===== src/rtl/evq_pkg.sv =====
package evq_pkg;
  localparam int unsigned NUM_THR = 2;
  localparam int unsigned QUAL_W  = 2 * NUM_THR;
  localparam int unsigned INC_W   = 2;

  typedef struct packed {
    logic os_en;
    logic usr_en;
  } thr_flags_t;

  function automatic thr_flags_t flags_of(input logic [QUAL_W-1:0] q, input int unsigned thr);
    thr_flags_t f;
    f.os_en  = q[2*(NUM_THR-1-thr)+1];
    f.usr_en = q[2*(NUM_THR-1-thr)];
    return f;
  endfunction
endpackage


===== src/rtl/evq_qualify.sv =====
module evq_qualify
  import evq_pkg::*;
(
  input  logic                 clk,
  input  logic                 rst_n,
  input  logic                 enable,
  input  logic [QUAL_W-1:0]    qual,
  input  logic [NUM_THR-1:0]   in_os,
  input  logic [NUM_THR-1:0]   ev_thr,
  input  logic                 ev_shared,
  output logic [INC_W-1:0]     inc
);
  logic [NUM_THR-1:0] thr_match;
  logic [NUM_THR-1:0] thr_hit;

  for (genvar g = 0; g < NUM_THR; g++) begin : g_thr
    thr_flags_t fl;
    assign fl           = flags_of(qual, g);
    assign thr_match[g] = in_os[g] ? fl.os_en : fl.usr_en;
    assign thr_hit[g]   = ev_thr[g] & thr_match[g];
  end

  logic shared_hit;
  assign shared_hit = ev_shared & (|thr_match);

  always_comb begin
    inc = '0;
    if (enable) begin
      for (int i = 0; i < NUM_THR; i++) inc = inc + INC_W'(thr_hit[i]);
      inc = inc + INC_W'(shared_hit);
    end
  end


  idle_flags_chk: assert property (@(posedge clk) disable iff (!rst_n)
    (qual == '0) |-> (inc == '0));

  disabled_chk: assert property (@(posedge clk) disable iff (!rst_n)
    !enable |-> (inc == '0));

  shared_once_chk: assert property (@(posedge clk) disable iff (!rst_n)
    (ev_thr == '0) |-> (inc <= INC_W'(1)));

  all_on_chk: assert property (@(posedge clk) disable iff (!rst_n)
    (enable && (&qual)) |-> (inc == INC_W'($countones({ev_thr, ev_shared}))));
endmodule


===== src/rtl/evq_accum.sv =====
module evq_accum
  import evq_pkg::*;
#(
  parameter int unsigned CNT_W = 40
) (
  input  logic              clk,
  input  logic              rst_n,
  input  logic [INC_W-1:0]  inc,
  input  logic              wr_en,
  input  logic [CNT_W-1:0]  wr_data,
  input  logic              clr_ovf,
  output logic [CNT_W-1:0]  count,
  output logic              overflow
);
  logic [CNT_W:0] sum;
  logic           carry;

  assign sum   = {1'b0, count} + {{(CNT_W+1-INC_W){1'b0}}, inc};
  assign carry = sum[CNT_W] & ~wr_en;

  always_ff @(posedge clk or negedge rst_n) begin
    if (!rst_n) begin
      count    <= '0;
      overflow <= 1'b0;
    end else begin
      if (wr_en) count <= wr_data;
      else       count <= sum[CNT_W-1:0];
      if (carry)        overflow <= 1'b1;
      else if (clr_ovf) overflow <= 1'b0;
    end
  end


  wr_load_chk: assert property (@(posedge clk) disable iff (!rst_n)
    wr_en |=> (count == $past(wr_data)));

  ovf_sticky_chk: assert property (@(posedge clk) disable iff (!rst_n)
    (overflow && !clr_ovf) |=> overflow);

  ovf_cause_chk: assert property (@(posedge clk) disable iff (!rst_n)
    $rose(overflow) |-> (count < CNT_W'(INC_W'(3))));

  hold_chk: assert property (@(posedge clk) disable iff (!rst_n)
    (!wr_en && inc == '0) |=> $stable(count));
endmodule


===== src/rtl/evq_counter.sv =====
module evq_counter
  import evq_pkg::*;
#(
  parameter int unsigned CNT_W = 40
) (
  input  logic              clk,
  input  logic              rst_n,
  input  logic              cfg_enable,
  input  logic [3:0]        cfg_qual,
  input  logic              t0_in_os,
  input  logic              t1_in_os,
  input  logic              ev_t0,
  input  logic              ev_t1,
  input  logic              ev_ti,
  input  logic              wr_en,
  input  logic [CNT_W-1:0]  wr_data,
  input  logic              clr_ovf,
  output logic [CNT_W-1:0]  count,
  output logic              overflow
);
  logic [INC_W-1:0] inc;

  evq_qualify u_qualify (
    .clk       (clk),
    .rst_n     (rst_n),
    .enable    (cfg_enable),
    .qual      (cfg_qual),
    .in_os     ({t1_in_os, t0_in_os}),
    .ev_thr    ({ev_t1, ev_t0}),
    .ev_shared (ev_ti),
    .inc       (inc)
  );

  evq_accum #(.CNT_W(CNT_W)) u_accum (
    .clk      (clk),
    .rst_n    (rst_n),
    .inc      (inc),
    .wr_en    (wr_en),
    .wr_data  (wr_data),
    .clr_ovf  (clr_ovf),
    .count    (count),
    .overflow (overflow)
  );


  dual_thr_chk: assert property (@(posedge clk) disable iff (!rst_n)
    (cfg_enable && ev_t0 && ev_t1 && !ev_ti && !wr_en
     && (t0_in_os ? cfg_qual[3] : cfg_qual[2])
     && (t1_in_os ? cfg_qual[1] : cfg_qual[0]))
    |=> (count == $past(count) + CNT_W'(2)));
endmodule


===== config.mk =====
export PLATFORM = sky130hd
export DESIGN_NAME = evq_counter
export DESIGN_NICKNAME = d
export VERILOG_FILES = /design/src/rtl/evq_pkg.sv /design/src/rtl/evq_qualify.sv /design/src/rtl/evq_accum.sv /design/src/rtl/evq_counter.sv
export SDC_FILE = /design/constraint.sdc
export NUM_CORES = 1
export LEC_CHECK = 0
export CAP_MARGIN = 0
export CORE_MARGIN = 10
export CORE_UTILIZATION = 48
export CTS_CLUSTER_SIZE = 12
export DETAILED_ROUTE_END_ITERATION = 10
export PLACE_DENSITY_LB_ADDON = 0.2
export SYNTH_ARGS = -nofsm -noshare
export SYNTH_HDL_FRONTEND = slang
export SYNTH_SLANG_ARGS = --single-unit

===== constraint.sdc =====
create_clock -name clk -period 3 [get_ports clk]
set_input_delay 0.6 -clock clk [delete_from_list [all_inputs] [get_ports clk]]
set_output_delay 0.6 -clock clk [all_outputs]
set_load 0.01 [all_outputs]

* Word level (Yosys, flattened, before mapping) *
Cells that the tools add are included.

storage, ports and cells
  bits in registers = 41
  input bits = 54
  output and inout bits = 41
  logic and storage cells = 18

cells by class
  add/subtract/negate cells = 3
  mux-type cells = 6
  bitwise gates (word level) = 5
  reduce and logical (&&, ||, !) cells = 2

operator list
  kind                count
  $add A40 B2 Y41     1
  $mux W40            1
  $and A1 B1 Y1       4
  $mux W1             4
  $add A1 B1 Y2       1
  $add A2 B1 Y2       1
  $mux W2             1
  $reduce_bool A2 Y1  1
  $reduce_or A2 Y1    1
  $not A1 Y1          1

* Depth between registers and ports, before layout *
  depth after elaboration = 8
  depth in mapped cells = 12
  mapped depth without buffers = 11

* Hierarchy *
From an unflattened synthesis, not the netlist that was laid out.

unflattened totals
  cell total of the unflattened synthesis = 306
  area total of the unflattened synthesis = 2,640.0 µm²

modules (own cells, without submodules)
  module       times used  cells an instance  area an instance (µm²)  seq. area each (µm²)
  evq_accum    1           298                2,567.5                 1,026.0
  evq_qualify  1           8                  72.6                    0.0

* Worst setup path after synthesis *
Ideal clock, no wire load.

  path kind = input to register
  from = input t0_in_os
  to = register u_accum.count[26]
  setup time = 0.125 ns
  data arrival time = 3.151 ns
  data required time = 2.875 ns
  path slack = -0.276 ns
  stages = 11
  path buffers = 0
  path through = mux2i_1 -> a21boi_0 -> fa_1 -> and2_1 -> ha_1 -> inv_1 -> fa_1 -> nor4_4 -> nand4_1 -> xnor2_1 -> mux2_2

on the way
  word-level cells in the longest chain between the ends = 7
  elaborated cells on any way between the ends = 9
  those cells by class = add/sub: 3; mux: 3; bitwise: 2; reduce/logical: 1

RTL lines
  item                                                      line                                  source
  start: declaration                                        evq_counter.sv:10                     input logic t0_in_os,
  $mux W1 *                                                 evq_qualify.sv:19                     assign thr_match[g] = in_os[g] ? fl.os_en : fl.usr_en;
  $and A1 B1 Y1 / $reduce_or A2 Y1 (equally long branches)  evq_qualify.sv:20, evq_qualify.sv:24
  $add A1 B1 Y2 / $and A1 B1 Y1 (equally long branches)     evq_qualify.sv:29, evq_qualify.sv:24
  $add A2 B1 Y2 *                                           evq_qualify.sv:30                     inc = inc + INC_W'(shared_hit);
  $mux W2 *                                                 evq_qualify.sv:28                     if (enable) begin
  $add A40 B2 Y41 *                                         evq_accum.sv:18                       assign sum = {1'b0, count} + {{(CNT_W+1-INC_W){1'b0}}, inc};
  $mux W40 *                                                evq_accum.sv:26                       if (wr_en) count <= wr_data;
  end signal: assignment                                    evq_accum.sv:26
  end signal: assignment                                    evq_accum.sv:27                       else count <= sum[CNT_W-1:0];
  end: declaration                                          evq_accum.sv:12                       output logic [CNT_W-1:0] count,

Every way passes the cells marked *; elsewhere a longest branch is shown, timed or not.
A chain may end at the register's enable or synchronous reset.

* Worst setup path after layout *
Same ends and word-level chain as after synthesis.

==> metrics <==
Worst Setup End Kind flop; Port-buffer cells 94; Adder-Cell Fraction of Synth Area 2.595%; clock transition at the registers of the reported paths 80 ps; Syn Inst Count 263; grt total ovfl 0; r2r endpoint u_accum.count[26]; vias in the first global route approximately 2.4k; GP Congestion 0.8111; WP data arrival 3160 ps; max layer used met4; Synth Net Count 321; FP Rows 26; compound-gate portion of the synthesized area 8.034%; DR DRC count 0; Cell variety after synth 39; CP Class in2reg; crit path time final approximately 3000 ps; wire length on met2 approximately 3500 um; most frequent cells in the layout clkdlybuf4s50_1 (83), nand2_1 (44), dfrtp_1 (41), xor2_1 (22), o21ai_1 (20); most common cell after layout, fill and taps aside clkdlybuf4s50_1; Synth Cell Area 2507 um2; Area Overhead vs Synth 48.80%; Seq/Total Area, Yosys 40.92%; Clock Skews approximately 4.2 ps; Fin. Hold Viols 0; root buf cell clkbuf_8; post-DR vias/cell 5.195; Final period util between 90 and 100%; mux share of post-synthesis cell area 3.044%; CTS Buf Count 5; worst slew pin tran 959.9 ps; HPWL Detailed approximately 5300 um; XOR/XNOR Fraction of Synth Area between 10% and 20%; worst skew pair latency 290 ps; full die area 8515 um2; fillers about 400; die width between 90 and 100 um; CTS Buffer Depth 2; Worst Path Required 3180 ps; Detailed Routing Iterations Pass 1 4; Setup crit end u_accum.count[26]; Syn Area/Cell 9.534 um2; DR vias 2,260; drt wl/cell around 16 um; YS warnings 0; Slew Viols, Final 0; IO Pins 95; met3 WL 465 um; initial antenna violation count 0; Post-Route WL a little over 7000 um; Synth Area in Simple Gates 26.55%; largest net degree at the start of global routing 42; R2R Setup Slk 990 ps; met1 wire length 3036 um; ANT nets after route 0; largest family of logic cells by synthesized area simple AND/OR/NAND/NOR gates; Place WS -777.9 ps; Crit Reg-Reg Startpoint u_accum.count[0]; PnR Total Power 1469 uW; final setup violation count 0; Starting Density 49.41%; Initial DRC Count 97; H-tree Lvls 2; nets 422; core region area 5075 um2; Total Routing Usage GR 17.03%; Hold Path Class in2async; Leak 0.001525 uW; fmax 0.3356 GHz; Crit. Startpoint t0_in_os; maximum vdd drop 0.2863 mV; unrepaired setup endpoints after global routing true; Sinks on Clock Net 41; PwrDens 393.6 nW/um2; critical path peak fanout 4; reg2reg path depth 8; status finished, final reports clean; CTS tree yes; Diodes inserted 0; worst rel slew slack 36.00%; first-pass GRT wire length roughly 12,000 um; Die Ht 92.28 um; critical path launch point type input pin; Hold WS about 460 ps; FF+latch count, synth between 40 and 50; worst setup margin 20.64 ps; total of max-cap violations 0; share of layout cells above drive strength 1 17.81%
## logic make-up after synthesis
| group | Yosys count |
|---|---|
| simple gates | 112 |
| flops | 41 |
| buf+inv | 23 |
| compound gates | 38 |
| fa+ha+maj | 4 |
| mux | 7 |
| xor+xnor | 38 |
## cell usage after synthesis (all sizes together)
| cell | count | area, um2 |
|---|---|---|
| a21boi | 1 | 7.510 |
| a21oi | 1 | 5.000 |
| and2 | 1 | 6.260 |
| and3 | 9 | 60.06 |
| and4 | 1 | 8.760 |
| buf | 6 | 47.54 |
| clkbuf | 8 | 51.30 |
| clkdlybuf4s50 | 1 | 11.26 |
| dfrtp | 41 | 1026 |
| fa | 2 | 40.04 |
| ha | 2 | 25.02 |
| inv | 8 | 30.03 |
| mux2 | 5 | 56.30 |
| mux2i | 2 | 20.02 |
| nand2 | 44 | 165.2 |
| nand3 | 12 | 75.07 |
| nand3b | 1 | 7.510 |
| nand4 | 22 | 168.9 |
| nand4b | 2 | 17.52 |
| nor2 | 7 | 26.28 |
| nor2b | 3 | 18.77 |
| nor3 | 4 | 25.02 |
| nor3b | 3 | 37.54 |
| nor4 | 3 | 48.80 |
| o21ai | 35 | 182.7 |
| o22ai | 1 | 6.260 |
| xnor2 | 15 | 131.4 |
| xor2 | 23 | 201.4 |
## worst min path at each step
stage / start / end
after global routing: rst_n / u_accum.count[29]
after floorplan: rst_n / u_accum.count[0]
final: rst_n / u_accum.count[0]
after CTS: rst_n / u_accum.count[0]
after detailed placement: u_accum.overflow / u_accum.overflow
after global placement: u_accum.overflow / u_accum.overflow
## flip-flops by register name, summed over array words and instances, names as in the netlist
name and count:
u_accum.count 40, u_accum.overflow 1
## critical path: stages
cell and delay [ps]:
buf_8 70, mux2i_4 260, nor2b_4 60, fa_1 540, and2_4 140, ha_4 120, inv_2 30, fa_2 360
nor4_4 250, buf_4 180, nand4_1 110, xnor2_1 150, mux2_4 270
## final cells by class
| class | count | area, um2 | area share [%] |
|---|---|---|---|
| Tap cell | 70 | 87.58 | 2.347 |
| Timing Repair Buffer | 109 | 1055 | 28.27 |
| Clock inverter | 1 | 5.005 | 0.1341 |
| Clock buffer | 7 | 96.34 | 2.582 |
| Multi-Input combinational cell | 199 | 1431 | 38.36 |
| Sequential cell | 41 | 1026 | 27.50 |
| Inverter | 8 | 30.03 | 0.8048 |
## routing by layer
layer,GRT usage (%),up-vias
met5,0,-
met3,5.705,7
met2,28.65,78
met1,20.81,1068
met4,3.213,0
li1,-,1107
## where the power goes
group / internal, uW / switching, uW
clock: 208 / 194
sequential: 606 / 74.1
combinational: 230 / 157
total: 1040 / 425
## timing repair
item | 4_1_cts | 5_1_grt
buffers inserted | 3 | 3
endpoints found under the hold margin | 0 | 0
hold buffers | 0 | 0
cloned | 0 | 0
gates resized for setup | 43 | 6
pin swaps | 7 | 5
endpoints found under the setup margin | 36 | 15
## metrics by stage
stage               util (%)  setup TNS, ps  instance area, um2  instances
CTS                    72.46         -176.8                3677        432
detailed placement     68.93         -21720                3498        421
finish                 73.52              0                3731        435
global route           73.52         -177.6                3731        435
global placement       68.93         -19220                3498        421
floorplan                  -         -87.18                2510        263
No activity file was read; power rests on OpenSTA's default activity.
